[config.mk]
export PLATFORM = sky130hd
export DESIGN_NAME = tm_lockout
export DESIGN_NICKNAME = d
export VERILOG_FILES = /design/src/rtl/tm_lockout.sv
export SDC_FILE = /design/constraint.sdc
export NUM_CORES = 1
export LEC_CHECK = 0
export BUFFER_PORTS_ARGS = -buffer_cell sky130_fd_sc_hd__buf_2
export CORE_ASPECT_RATIO = 0.7
export CORE_MARGIN = 1.5
export CORE_UTILIZATION = 50
export DETAILED_ROUTE_END_ITERATION = 10
export PLACE_DENSITY = 0.94
export SLEW_MARGIN = 10
export SYNTH_ARGS = -nofsm -noshare
export SYNTH_HDL_FRONTEND = slang
export SYNTH_SLANG_ARGS = --single-unit
[constraint.sdc]
create_clock -name clk -period 3.04 [get_ports clk]
set_input_delay 0 -clock clk [delete_from_list [all_inputs] [get_ports clk]]
set_output_delay 0 -clock clk [all_outputs]
set_load 0.01 [all_outputs]
[src/rtl/tm_lockout.sv]
module tm_lockout #(
  parameter int ADDR_W = 24,
  parameter int DW = 8,
  parameter logic [ADDR_W-1:0] PW_ADDR = 24'h1FFE
) (
  input  logic              clk,
  input  logic              rst_n,
  input  logic              nv_init_n,
  input  logic              req,
  input  logic [ADDR_W-1:0] addr,
  input  logic [DW-1:0]     pw_hi,
  input  logic [DW-1:0]     pw_lo,
  output logic              done,
  output logic              pass,
  output logic              test_en,
  output logic              st_tm_dis,
  output logic              st_pw_bad,
  output logic [2:0]        st_tries
);
  localparam int PW_W = 2 * DW;

  logic [PW_W-1:0] pw_q;
  logic            dis_q;
  logic            bad_q;
  logic [2:0]      tries_q;

  wire             take     = req && rst_n;
  wire             hit      = take && (addr == PW_ADDR);
  wire             locked   = (tries_q == 3'b000);
  wire             match    = ({pw_hi, pw_lo} == pw_q);
  wire             do_store = hit && dis_q;
  wire             do_cmp   = hit && !dis_q && !locked;

  always_ff @(posedge clk or negedge nv_init_n) begin
    if (!nv_init_n) begin
      pw_q    <= '1;
      dis_q   <= 1'b1;
      bad_q   <= 1'b1;
      tries_q <= 3'b111;
    end else begin
      if (do_store) begin
        pw_q  <= pw_q & {pw_hi, pw_lo};
        dis_q <= 1'b0;
      end
      if (do_cmp && match)
        bad_q <= 1'b0;
      if (do_cmp && !match)
        tries_q <= tries_q & {tries_q[1:0], 1'b0};
    end
  end

  always_ff @(posedge clk) begin
    if (!rst_n) begin
      done <= 1'b0;
      pass <= 1'b0;
    end else begin
      done <= req;
      pass <= do_store || (do_cmp && match);
    end
  end

  assign test_en   = dis_q || (!bad_q && !locked);
  assign st_tm_dis = dis_q;
  assign st_pw_bad = bad_q;
  assign st_tries  = tries_q;
endmodule

After elaboration in Yosys (flattened, before gate mapping)

Cells that the tools add are included.

Equality and inequality tests: 2
Bitwise gates (word level): 2
Reductions and logical operators: 15

Operators by type and width:

| kind                                                               | count |
|---|---|
| 24-bit by 13-bit == test with 1-bit output (second input constant) | 1 |
| 16-bit AND                                                         | 1 |
| 16-bit == test                                                     | 1 |
| 1-bit logical AND                                                  | 8 |
| 1-bit zero test                                                    | 4 |
| 3-bit AND                                                          | 1 |
| 3-bit zero test                                                    | 1 |
| 1-bit logical OR                                                   | 2 |

Bits in registers: 23
Output and inout bits: 8

Depth between registers and ports, before layout

Word-level depth: 6
Mapped depth: 5
Gate-level depth less buffers: 5

Worst setup path after synthesis

No wires, ideal clock.

Path type: reg2reg
Start point: register pw_q[2]
End point: register bad_q, in the netlist st_pw_bad
Library setup time: 0.082 ns
Data arrival time: 1.517 ns
Required time: 2.958 ns
Slack: 1.442 ns
Cell stages (with the launch flop): 6
Path buffers: 0
Clock period less this slack: 1.598 ns
Cells stage by stage: dfstp_2 ha_1 nor4_1 and4_1 nand2b_1 o31a_1

Longest elaborated chain between the ends: 2

RTL lines:

| what                   | RTL line | RTL |
|---|---|---|
| start, declared        | 22       | `logic [PW_W-1:0] pw_q;` |
| start signal, assigned | 42       | `pw_q <= pw_q & {pw_hi, pw_lo};` |
| 16-bit == test         | 30       | `wire match = ({pw_hi, pw_lo} == pw_q);` |
| 1-bit logical AND      | 45       | `if (do_cmp && match)` |
| end signal, assigned   | 38       | `bad_q <= 1'b1;` |
| end signal, assigned   | 46       | `bad_q <= 1'b0;` |
| end, declared          | 24       | `logic bad_q;` |

No other way between the ends.
A chain may end at the register's enable or synchronous reset.

Final worst setup path

Start point: register pw_q[1]
End point: register bad_q, in the netlist st_pw_bad

The elaborated chain is that of the path after synthesis.

==> key figures <==
Status
  – Status: finished clean

Logic synthesis
  – #FFs+latches synth: 23
  – Ys Warns: 0
  – Number of synthesized flops with an enable pin: 0
  – Synth Cell Area: around 0.0012 mm2
  – Seq/Total Area, Yosys: 0.478
  – Synthesized net count: around 140
  – Async S/R FF share, synth: 0.913
  – Syn Inst Count: between 80 and 90
  – Primary FF master, synth: dfstp_2
  – Syn_area_per_cell: 14.9 um2
  – Yosys cell types: 22

CTS
  – Clock Pin Slew Worst Setup and Hold Paths: 0.13 ns
  – CTS Buf Count: 3
  – Clock Latency Late Sink: 0.31 ns
  – Post-CTS Hold Fix Bufs: 3
  – # Post-CTS Setup Buffers: 0
  – CTS tree: done
  – H-tree Lvls: 1
  – Clk sinks: 23
  – Post-CTS sizing: 0
  – Max Buffers Root-to-Sink: 2
  – CTS Root Cell: clkbuf_4

Power
  – Leakage dissipation: between 0.0008 and 0.0009 uW
  – Worst ir drop on vdd: about 0.36 mV
  – Pwr/cell area: around 310 mW/mm2

Die
  – Die area: roughly 0.0028 mm2
  – I/O pins: 52
  – Core area: between 0.002 and 0.0025 mm2
  – Starting Density: 0.552
  – Row count: 14
  – Chip Width: between 60 and 70 um
  – Die Height: 44.6 um

STA
  – Slew margin rel.: 0.706
  – Endpoints failing setup: 0
  – Final setup TNS: 0 ns
  – Clock Skews: ~0.012 ns
  – Slew @ Worst Pin: about 0.44 ns
  – Final Cycle Share: 0.630
  – Min Clock Period, post-route: around 1.9 ns
  – Fin. Hold Viols: 0
  – RSZ-0062 raised after global routing: no
  – Fmax: around 520 MHz
  – Slew Limit Fails: 0

Drt
  – Routed wire length: 2480 um
  – Avg Vias per Cell: approximately 5.3
  – Detailed-route via count: 907
  – Final ANT Viol Nets: 0
  – Drt drc: 0
  – Drt first pass iters: 4
  – Drt initial violations: 11
  – DR WL/cell: ~14 um

Critical path
  – Worst setup EP type: register
  – Critical Path Fanout Max: 4
  – Crit path required time: between 3 and 4 ns
  – Startpoint types: register
  – WP data arrival: roughly 2.2 ns
  – Setup CP Type: reg2reg

GRT
  – Total GRT Usage: 0.193
  – Initial antenna violation count: 0
  – Pin count of the biggest net entering global routing: 22
  – First-pass GRT wire length: ~4200 um
  – GRT Residual Overflow: 0
  – Number of global-route vias before repair: about 960

Layout
  – Share of cells above drive strength 1: 0.679
  – Final net count: roughly 200
  – Area growth syn-to-layout: 27.6%
  – Final Non-Filler Cells: ~170
  – Filler cells: 174
  – Final Instance Area: 0.00158 mm2
  – ANT cells: 0

Placed design
  – RD Place Congestion: around 0.71
  – Dpl cells: roughly 170
  – Placed Area: 0.00152 mm2
  – Port bufs: 51
  – Post-DP HPWL: 1980 um

Hold path
  – Hold WC Path Type: in2reg

Job
  – Max-cap viol count: 0
layout make-up:
cell class / instances / area, um2 / share of cell area
multi-input combinational: 57 / 628 / 0.397
sequential: 23 / 592 / 0.375
timing repair buffer: 54 / 285 / 0.181
clock inverter: 1 / 5.00 / 0.00317
clock buffer: 3 / 22.5 / 0.0143
inverter: 2 / 7.51 / 0.00475
tap: 32 / 40.0 / 0.0253
layer usage:
layer  up-vias  track usage  wire length [um]
met5         -            0                 0
met4         0      0.00889                 0
met3         0       0.0611               151
met2        30        0.351              1250
met1       441        0.243              1080
li1        436            -                 -
Yosys cell counts (all sizes together) (2+ instances only):
cell type / count / area (um2)
o41a: 2 / 22.5
dfstp: 21 / 552
a21oi: 2 / 10.0
mux2: 16 / 218
nor4: 7 / 58.8
nand2: 2 / 7.51
dfxtp: 2 / 40.0
o31a: 2 / 17.5
nand4: 2 / 12.5
inv: 2 / 7.51
ha: 16 / 200
flip-flops by register name, summed over array words and instances (netlist names):
signal	cells
st_pw_bad	1
st_tries	3
st_tm_dis	1
pass	1
pw_q	16
done	1
power breakdown:
part / internal, uW / switching [uW]
Clock: 49.2 / 89.8
Combinational: 28.1 / 21.0
Sequential: 308 / 0.116
worst paths after layout:
| path | to | cells past startpoint | slack [ns] | startpoint |
|---|---|---|---|---|
| worst max-delay path | st_pw_bad$_DFFE_PN1P_ | 5 | 1.12 | pw_q[1]$_DFFE_PN1P_ |
| worst min-delay path | pw_q[11]$_DFFE_PN1P_ | 3 | 0.05 | pw_hi[3] |
| worst max register to register | st_pw_bad$_DFFE_PN1P_ | 5 | 1.12 | pw_q[1]$_DFFE_PN1P_ |
| worst min register to register | st_pw_bad$_DFFE_PN1P_ | 1 | 0.49 | st_pw_bad$_DFFE_PN1P_ |
| max in group asynchronous | pw_q[3]$_DFFE_PN1P_ | 2 | 2.54 | nv_init_n |
| min in group asynchronous | pw_q[7]$_DFFE_PN1P_ | 2 | 0.45 | nv_init_n |
kinds of logic (layout without fill, tap and decap cells):
family,after synthesis,count (layout),share of synthesized area
adders and majority gates,16,16,0.162
and+or+nand+nor,18,18,0.125
AOI/OAI and AO/OA,7,7,0.0444
buffers and inverters,3,60,0.0152
DFF,23,23,0.478
muxes,16,16,0.176
through the flow:
| step | utilization | setup slack, ns | power [uW] | hold slack [ns] |
|---|---|---|---|---|
| 2_1_floorplan | - | 1.44 | 322 | -0.148 |
| 3_3_place_gp | 0.679 | 1.23 | 357 | 0.248 |
| 3_5_place_dp | 0.679 | 1.16 | 359 | 0.268 |
| 4_1_cts | 0.705 | 1.14 | 502 | 0.0433 |
| 5_1_grt | 0.705 | 1.09 | 522 | 0.0440 |
| 6_report | 0.705 | 1.12 | 496 | 0.0466 |
cells in the final DEF (no fill, tap or decap):
| master | count |
|---|---|
| o31a_1 | 2 |
| nor4b_1 | 1 |
| dfxtp_1 | 2 |
| and4_1 | 1 |
| nand2b_1 | 1 |
| a21oi_1 | 2 |
| mux2_4 | 10 |
| ha_1 | 16 |
| nand4b_4 | 1 |
| nor3_1 | 1 |
| nand3_4 | 1 |
| o41a_1 | 2 |
| nor4_4 | 1 |
| dlygate4sd3_1 | 3 |
| dfstp_2 | 21 |
| clkbuf_4 | 3 |
| mux2_2 | 6 |
| buf_2 | 51 |
| nor4_1 | 6 |
| and3_1 | 1 |
| o21ai_0 | 1 |
| nand4_1 | 2 |
| clkinv_2 | 1 |
| nand2_1 | 2 |
| inv_1 | 2 |
worst max-delay path, cell delays in order, from the launching register on:
cell and delay [ns]:
dfstp_2 0.55, ha_1 0.22, nor4_1 0.42, and4_1 0.34, nand2b_1 0.09, o31a_1 0.24
Power figures use the tool's default switching activity.
